===== src/rtl/useq_pkg.sv =====
// Shared types for the microcoded sequencer.
// Assumes a 4-bit micro-address space and a 15-bit encoded microword.
package useq_pkg;
    localparam int UA_W  = 4;
    localparam int OPC_W = 6;

    typedef enum logic [1:0] {
        SQ_FETCH = 2'b00,
        SQ_DISP  = 2'b01,
        SQ_NEXT  = 2'b10,
        SQ_RSVD  = 2'b11
    } seq_e;

    // Encoded microword, MSB first.
    typedef struct packed {
        logic [1:0] alu;    // 00 add, 01 sub, 10 func, 11 or
        logic       src1;   // 0 PC, 1 rs
        logic [2:0] src2;   // 001 four, 010 rt, 011 sx<<2, 100 sx, 111 zx
        logic [1:0] dest;   // 00 none, 01 rd<-ALU, 10 rt<-ALU, 11 rt<-MEM
        logic [1:0] mem;    // 00 none, 01 rd PC, 10 rd ALUOut, 11 wr ALUOut
        logic       irw;    // IR <- memory
        logic [1:0] pcw;    // 00 none, 01 PC<-ALU, 10 cond PC<-ALUOut
        seq_e       seq;
    } uword_t;

    // Builds a microword from its fields.
    function automatic uword_t mkw(input logic [1:0] a, input logic s1,
                                   input logic [2:0] s2, input logic [1:0] d,
                                   input logic [1:0] m, input logic ir,
                                   input logic [1:0] p, input seq_e q);
        uword_t w;
        w.alu = a; w.src1 = s1; w.src2 = s2; w.dest = d;
        w.mem = m; w.irw = ir; w.pcw = p; w.seq = q;
        return w;
    endfunction
endpackage


===== src/rtl/useq_ctrl_store.sv =====
// Control store: read-only microprogram indexed by the micro-address.
// Assumes routine entry points agree with the dispatch table.
module useq_ctrl_store
    import useq_pkg::*;
#(
    parameter int AW = UA_W
) (
    input  logic [AW-1:0] addr,
    output uword_t        word
);
    // Microprogram lookup; unused addresses give an all-zero word (fetch).
    always_comb begin
        case (addr)
            4'd0:    word = mkw(2'b00, 1'b0, 3'b001, 2'b00, 2'b01, 1'b1, 2'b01, SQ_NEXT);
            4'd1:    word = mkw(2'b00, 1'b0, 3'b011, 2'b00, 2'b00, 1'b0, 2'b00, SQ_DISP);
            4'd3:    word = mkw(2'b01, 1'b1, 3'b010, 2'b00, 2'b00, 1'b0, 2'b10, SQ_FETCH);
            4'd4:    word = mkw(2'b10, 1'b1, 3'b010, 2'b00, 2'b00, 1'b0, 2'b00, SQ_NEXT);
            4'd5:    word = mkw(2'b00, 1'b0, 3'b000, 2'b01, 2'b00, 1'b0, 2'b00, SQ_FETCH);
            4'd6:    word = mkw(2'b11, 1'b1, 3'b111, 2'b00, 2'b00, 1'b0, 2'b00, SQ_NEXT);
            4'd7:    word = mkw(2'b00, 1'b0, 3'b000, 2'b10, 2'b00, 1'b0, 2'b00, SQ_FETCH);
            4'd8:    word = mkw(2'b00, 1'b1, 3'b100, 2'b00, 2'b00, 1'b0, 2'b00, SQ_NEXT);
            4'd9:    word = mkw(2'b00, 1'b0, 3'b000, 2'b00, 2'b10, 1'b0, 2'b00, SQ_NEXT);
            4'd10:   word = mkw(2'b00, 1'b0, 3'b000, 2'b11, 2'b00, 1'b0, 2'b00, SQ_FETCH);
            4'd11:   word = mkw(2'b00, 1'b1, 3'b100, 2'b00, 2'b00, 1'b0, 2'b00, SQ_NEXT);
            4'd12:   word = mkw(2'b00, 1'b0, 3'b000, 2'b00, 2'b11, 1'b0, 2'b00, SQ_FETCH);
            default: word = '0;
        endcase
    end
endmodule


===== src/rtl/useq_dispatch.sv =====
// Dispatch table: maps an opcode to the entry micro-address of its routine.
// Assumes unknown opcodes should restart at the fetch word.
module useq_dispatch
    import useq_pkg::*;
#(
    parameter int OW = OPC_W,
    parameter int AW = UA_W
) (
    input  logic [OW-1:0] opcode,
    output logic [AW-1:0] target
);
    localparam logic [OW-1:0] OP_ARITH = OW'(6'b000000);
    localparam logic [OW-1:0] OP_BREQ  = OW'(6'b000100);
    localparam logic [OW-1:0] OP_ORIM  = OW'(6'b001101);
    localparam logic [OW-1:0] OP_LOAD  = OW'(6'b100011);
    localparam logic [OW-1:0] OP_STORE = OW'(6'b101011);

    // Opcode to routine entry lookup.
    always_comb begin
        case (opcode)
            OP_ARITH: target = AW'(4);
            OP_BREQ:  target = AW'(3);
            OP_ORIM:  target = AW'(6);
            OP_LOAD:  target = AW'(8);
            OP_STORE: target = AW'(11);
            default:  target = '0;
        endcase
    end
endmodule


===== src/rtl/useq_field_decode.sv =====
// Field decoder: expands encoded microword fields into datapath controls.
// Assumes a non-zero memory field means the word waits on mem_ready.
module useq_field_decode
    import useq_pkg::*;
(
    input  uword_t     word,
    input  logic       mem_ready,
    output logic       mem_wait,
    output logic [1:0] alu_op,
    output logic       alu_sel_a,
    output logic [1:0] alu_sel_b,
    output logic       ext_sign,
    output logic       reg_write,
    output logic       mem_to_reg,
    output logic       reg_dst,
    output logic       mem_read,
    output logic       mem_write,
    output logic       mem_addr_sel,
    output logic       ir_write,
    output logic       pc_write,
    output logic       pc_write_cond,
    output logic       pc_src
);
    // ALU operation and first operand pass straight through.
    always_comb begin
        alu_op    = word.alu;
        alu_sel_a = word.src1;
    end

    // Second operand select and immediate extension.
    always_comb begin
        case (word.src2)
            3'b001:  {alu_sel_b, ext_sign} = {2'b00, 1'b0};
            3'b010:  {alu_sel_b, ext_sign} = {2'b01, 1'b0};
            3'b011:  {alu_sel_b, ext_sign} = {2'b10, 1'b1};
            3'b100:  {alu_sel_b, ext_sign} = {2'b11, 1'b1};
            3'b111:  {alu_sel_b, ext_sign} = {2'b11, 1'b0};
            default: {alu_sel_b, ext_sign} = 3'b000;
        endcase
    end

    // Register write destination.
    always_comb begin
        case (word.dest)
            2'b01:   {reg_write, mem_to_reg, reg_dst} = 3'b101;
            2'b10:   {reg_write, mem_to_reg, reg_dst} = 3'b100;
            2'b11:   {reg_write, mem_to_reg, reg_dst} = 3'b110;
            default: {reg_write, mem_to_reg, reg_dst} = 3'b000;
        endcase
    end

    // Memory request, address source and wait detection.
    always_comb begin
        mem_read     = (word.mem == 2'b01) || (word.mem == 2'b10);
        mem_write    = (word.mem == 2'b11);
        mem_addr_sel = word.mem[1];
        mem_wait     = (word.mem != 2'b00) && !mem_ready;
    end

    // State-changing strobes, withheld while memory is not ready.
    always_comb begin
        ir_write      = word.irw && !mem_wait;
        pc_write      = (word.pcw == 2'b01) && !mem_wait;
        pc_write_cond = (word.pcw == 2'b10);
        pc_src        = (word.pcw == 2'b10);
    end
endmodule


===== src/rtl/useq_top.sv =====
// Microcoded sequencer top: micro-address register, next-address select,
// control store, dispatch table and field decoder.
// Assumes synchronous active-low reset and a datapath that honours the strobes.
module useq_top
    import useq_pkg::*;
#(
    parameter int OW = OPC_W,
    parameter int AW = UA_W
) (
    input  logic          clk,
    input  logic          rst_n,
    input  logic [OW-1:0] opcode,
    input  logic          mem_ready,
    output logic [AW-1:0] upc,
    output logic [1:0]    alu_op,
    output logic          alu_sel_a,
    output logic [1:0]    alu_sel_b,
    output logic          ext_sign,
    output logic          reg_write,
    output logic          mem_to_reg,
    output logic          reg_dst,
    output logic          mem_read,
    output logic          mem_write,
    output logic          mem_addr_sel,
    output logic          ir_write,
    output logic          pc_write,
    output logic          pc_write_cond,
    output logic          pc_src
);
    localparam logic [AW-1:0] ONE = {{(AW-1){1'b0}}, 1'b1};

    uword_t        word;
    logic [AW-1:0] disp_addr;
    logic [AW-1:0] nxt;
    logic          mem_wait;

    useq_ctrl_store #(.AW(AW)) u_store (.addr(upc), .word(word));

    useq_dispatch #(.OW(OW), .AW(AW)) u_disp (.opcode(opcode), .target(disp_addr));

    useq_field_decode u_dec (
        .word(word), .mem_ready(mem_ready), .mem_wait(mem_wait),
        .alu_op(alu_op), .alu_sel_a(alu_sel_a), .alu_sel_b(alu_sel_b),
        .ext_sign(ext_sign), .reg_write(reg_write), .mem_to_reg(mem_to_reg),
        .reg_dst(reg_dst), .mem_read(mem_read), .mem_write(mem_write),
        .mem_addr_sel(mem_addr_sel), .ir_write(ir_write), .pc_write(pc_write),
        .pc_write_cond(pc_write_cond), .pc_src(pc_src)
    );

    // Next micro-address from the sequencing field.
    always_comb begin
        case (word.seq)
            SQ_DISP: nxt = disp_addr;
            SQ_NEXT: nxt = upc + ONE;
            default: nxt = '0;
        endcase
    end

    // Micro-address register; holds during a memory wait.
    always_ff @(posedge clk) begin
        if (!rst_n)         upc <= '0;
        else if (!mem_wait) upc <= nxt;
    end

    // fetch code returns to address 0
    p_fetch_return_r2: assert property (@(posedge clk) disable iff (!rst_n)
        (word.seq == SQ_FETCH && !mem_wait) |=> (upc == '0));

    // sequential code steps by one
    p_seq_step_r2: assert property (@(posedge clk) disable iff (!rst_n)
        (word.seq == SQ_NEXT && !mem_wait) |=> (upc == $past(upc) + ONE));

    // dispatch lands on the table target
    p_dispatch_r3: assert property (@(posedge clk) disable iff (!rst_n)
        (word.seq == SQ_DISP) |=> (upc == $past(disp_addr)));

    // micro-address holds while memory is busy
    p_stall_hold_r9: assert property (@(posedge clk) disable iff (!rst_n)
        (mem_wait) |=> $stable(upc));

    // no PC or IR write during a wait
    p_stall_quiet_r9: assert property (@(posedge clk) disable iff (!rst_n)
        (!mem_ready && (mem_read || mem_write)) |-> (!ir_write && !pc_write));

    // read and write never together
    p_mem_excl_r9: assert property (@(posedge clk) disable iff (!rst_n)
        $onehot0({mem_read, mem_write}));
endmodule


===== config.mk =====
export PLATFORM = sky130hd
export DESIGN_NAME = useq_top
export DESIGN_NICKNAME = d
export VERILOG_FILES = /design/src/rtl/useq_pkg.sv /design/src/rtl/useq_ctrl_store.sv /design/src/rtl/useq_dispatch.sv /design/src/rtl/useq_field_decode.sv /design/src/rtl/useq_top.sv
export SDC_FILE = /design/constraint.sdc
export NUM_CORES = 1
export LEC_CHECK = 0
export ABC_AREA = 1
export ABC_CLOCK_PERIOD_IN_PS = 2200
export CAP_MARGIN = 15
export CORE_MARGIN = 8
export CORE_UTILIZATION = 38
export DETAILED_ROUTE_END_ITERATION = 8
export PLACE_DENSITY = 0.81
export SYNTH_ARGS = -nofsm -noshare
export SYNTH_HDL_FRONTEND = slang
export SYNTH_HIERARCHICAL = 1
export SYNTH_SLANG_ARGS = --single-unit

===== constraint.sdc =====
create_clock -name clk -period 2.2 [get_ports clk]
set_clock_uncertainty 0.2 [all_clocks]
set_input_delay 0.44 -clock clk [delete_from_list [all_inputs] [get_ports clk]]
set_output_delay 0.44 -clock clk [all_outputs]
set_load 0.005 [all_outputs]

==> impl_metrics.csv <==
group,metric,value,unit
outcome,status,"finished, violations left",
outcome,violations,"negative setup slack",
power_and_ir_drop,power,1.093,mW
timing,setup-tns-final,-0.8183,ns
detailed_routing,vias,1050,
cts,cts_buffers,3,
power_and_ir_drop,power_density,752.9,nW/um^2
floorplanning,num_rows,16,
synthesis,ys_async_sr_fraction,0,%
synthesis,synth_top_family_by_area,"simple AND/OR/NAND/NOR gates",
cells_and_area,final_area,1451,sq um
timing,fin_crit,2.361,ns
floorplanning,fp.dieH,61.33,um
synthesis,synth.area.top_cells,"ha_1, nand2_1, inv_1",
synthesis,synth_compound_area_share,6.731,%
synthesis,synth-xor-area-share,1.122,%
place,hpwl,1906,um
synthesis,synth_edf_count,0,
detailed_routing,final_antenna_net_count,0,
power_and_ir_drop,power.switching,0.4929,mW
synthesis,synth_most_common_cell,"nand2_1",
power_and_ir_drop,p_seq_share,10.6,%
grt,overflow,0,
place,portBuffers,28,
grt,grt_pass1_vias,1058,
cells_and_area,fin_util,74.74,%
power_and_ir_drop,power_frac_comb,80.8,%
setup_path,crit_required,1.56,ns
timing,rsz0062_at_grt,"yes",
cts,htreeDepth,1,
cts,clkLatencyLatePin,0.24,ns
synthesis,synth_area_leader_cell,"ha_1",
synthesis,synthMuxAreaShare,0,%
synthesis,syn_area,780.7,sq um
grt,grt_max_degree,10,
cells_and_area,largest_reg_flops,4,
cts,hold_buffers,0,
floorplanning,die_area,3761,sq um
power_and_ir_drop,ir_drop,710.0,uV
place,dp_slack,-0.2534,ns
synthesis,ys_ff_latch,4,
cells_and_area,area_delta_synth_final,85.90,%
synthesis,synthCells,136,
synthesis,synth_fp_nets,158,
cells_and_area,nNetsFinal,214,
synthesis,yosys.area.top_type_share,20.83,%
detailed_routing,drt-initial-drc-count,23,
detailed_routing,drc,0,
cts,clk_pin_slew,0.04,ns
synthesis,synth_cell_types,19,
cts,cts_tree,"yes",
cells_and_area,diodes,0,
synthesis,synth_simple_gate_area_share,43.11,%
place,place.gp.congestion,0.8171,
synthesis,yosysWarningCount,6,
grt,grt_use_total,15.16,%
timing,setup_viol,11,
timing,timing.slew.headroom,86.90,%
synthesis,synth-adder-area-share,20.83,%
setup_path,arrival,1.72,ns
timing,min_period_over_period,107.3,%
detailed_routing,detail_route.wl_per_cell,14.00,um
timing,hold_viol_final,0,
floorplanning,start_util,40.21,%
timing,slew_violations,0,
synthesis,ys_top_cells_by_count,"nand2_1, inv_1, nor2_1, nand3_1, ha_1",
detailed_routing,viasPerCell,4.839,
cells_and_area,reg.largest.list,"upc x4",
cts,cts.path.max_buffers,2,
floorplanning,ios,29,
place,detailed_place.area,1205,sq um
flow_run,drv_cap,0,
setup_path,critPathMaxFanout,4,
setup_path,path_class,"reg2out",
synthesis,synth-main-ff-cell,"dfxtp_1",
worst_hold_path,hold_path.class,"reg2reg",
setup_path,start_kind,"flop",
timing,worst_slew_pin_slew,0.1963,ns
cells_and_area,drive_gt1_share,41.05,%
timing,setup_slack,-0.1608,ns
timing,fmax,423.6,MHz
power_and_ir_drop,p_int,0.5998,mW
cts,cts-root-buf,"clkbuf_4",
floorplanning,coreArea,1942,sq um
timing,worst_hold_slack,0.4419,ns
synthesis,syn_area_per_cell,5.741,sq um
cells_and_area,largest-register,"upc",
place,post-place-cells,205,
power_and_ir_drop,cellLeakagePower,0.8168,nW
detailed_routing,drtPass1Iterations,4,
floorplanning,fp.dieW,61.33,um
grt,antenna_found_initial,0,
power_and_ir_drop,power_frac_clock,8.6,%
power_and_ir_drop,switching_share,45.11,%
grt,grt_pass1_wl,4367,um
detailed_routing,wl,3038,um
cells_and_area,finalNonFillerCells,217,
setup_path,cp-end-kind,"primary output",
cts,clock-sinks,4,
synthesis,yosysSeqAreaShare,10.26,%
[power groups by stage]
stage          logic, mW  registers [mW]  clock network (mW)
6_report           0.883           0.116              0.0942
5_1_grt            0.955           0.116               0.102
4_1_cts            0.704           0.113              0.0931
3_5_place_dp       0.653          0.0985                   0
3_3_place_gp       0.637          0.0962                   0
2_1_floorplan      0.319           0.113                   0
[worst max-delay path, cell delays in order, from the launching register on]
cell and delay [ns]:
dfxtp_4 0.37, inv_4 0.07, ha_4 0.14, nand2_4 0.07, o21ai_4 0.18, inv_1 0.12, ha_4 0.19, nor2_4 0.09
buf_6 0.10, nor2_1 0.03, buf_2 0.12
[metal layers]
metal	share of wire, %	global-route usage (%)	vias up
met5	0	0	-
met4	4.1	6.645	0
met3	5.5	2.296	11
met1	34	13.82	482
li1	-	-	524
met2	56	31.34	33
[layout make-up]
class                           count  area [sq um]
Timing Repair Buffer               58         489.2
Clock buffer                        3         22.52
Sequential cell                     4         92.59
Multi-Input combinational cell    101         715.7
Inverter                           24         97.59
Fill cell                         149         490.5
Tap cell                           27         33.78
[cell families after synthesis]
group,count (synthesis)
AND/OR/NAND/NOR,78
buffers and inverters,31
adder cells (fa/ha/maj),13
AO/OA/AOI/OAI,9
flip-flops,4
XOR/XNOR,1
[placed cells by master (no fill, tap or decap), drive strengths merged]
cell | netlist | final
a21oi | 5 | 5
nand3 | 14 | 14
clkdlybuf4s15 | 0 | 1
dfxtp | 4 | 4
xnor2 | 1 | 1
clkdlybuf4s50 | 0 | 12
nand3b | 1 | 1
dlymetal6s2s | 0 | 1
or2 | 1 | 1
ha | 13 | 13
nand2 | 39 | 39
nand4 | 2 | 2
nor2 | 21 | 21
dlygate4sd2 | 0 | 5
a22o | 1 | 1
clkbuf | 0 | 5
inv | 24 | 24
o21ai | 3 | 3
buf | 7 | 37
[worst paths after layout]
path	cells past startpoint	from	endpoint	slack (ns)
worst max-delay path	10	upc[0]$_SDFFE_PN0N_	pc_write	-0.16
worst min-delay path	3	upc[3]$_SDFFE_PN0N_	upc[3]$_SDFFE_PN0N_	0.44
worst max register to register	14	upc[0]$_SDFFE_PN0N_	upc[2]$_SDFFE_PN0N_	-0.12
worst min register to register	3	upc[3]$_SDFFE_PN0N_	upc[3]$_SDFFE_PN0N_	0.44
[what timing repair did]
| item | 4_1_cts | 5_1_grt |
|---|---|---|
| gates cloned | 0 | 0 |
| buffers inserted | 6 | 3 |
| setup endpoints to repair | 15 | 18 |
| pin swaps | 10 | 8 |
| hold endpoints to repair | 0 | 0 |
| gates resized for setup | 68 | 30 |
Note: power is estimated with default switching activity, not from simulation.
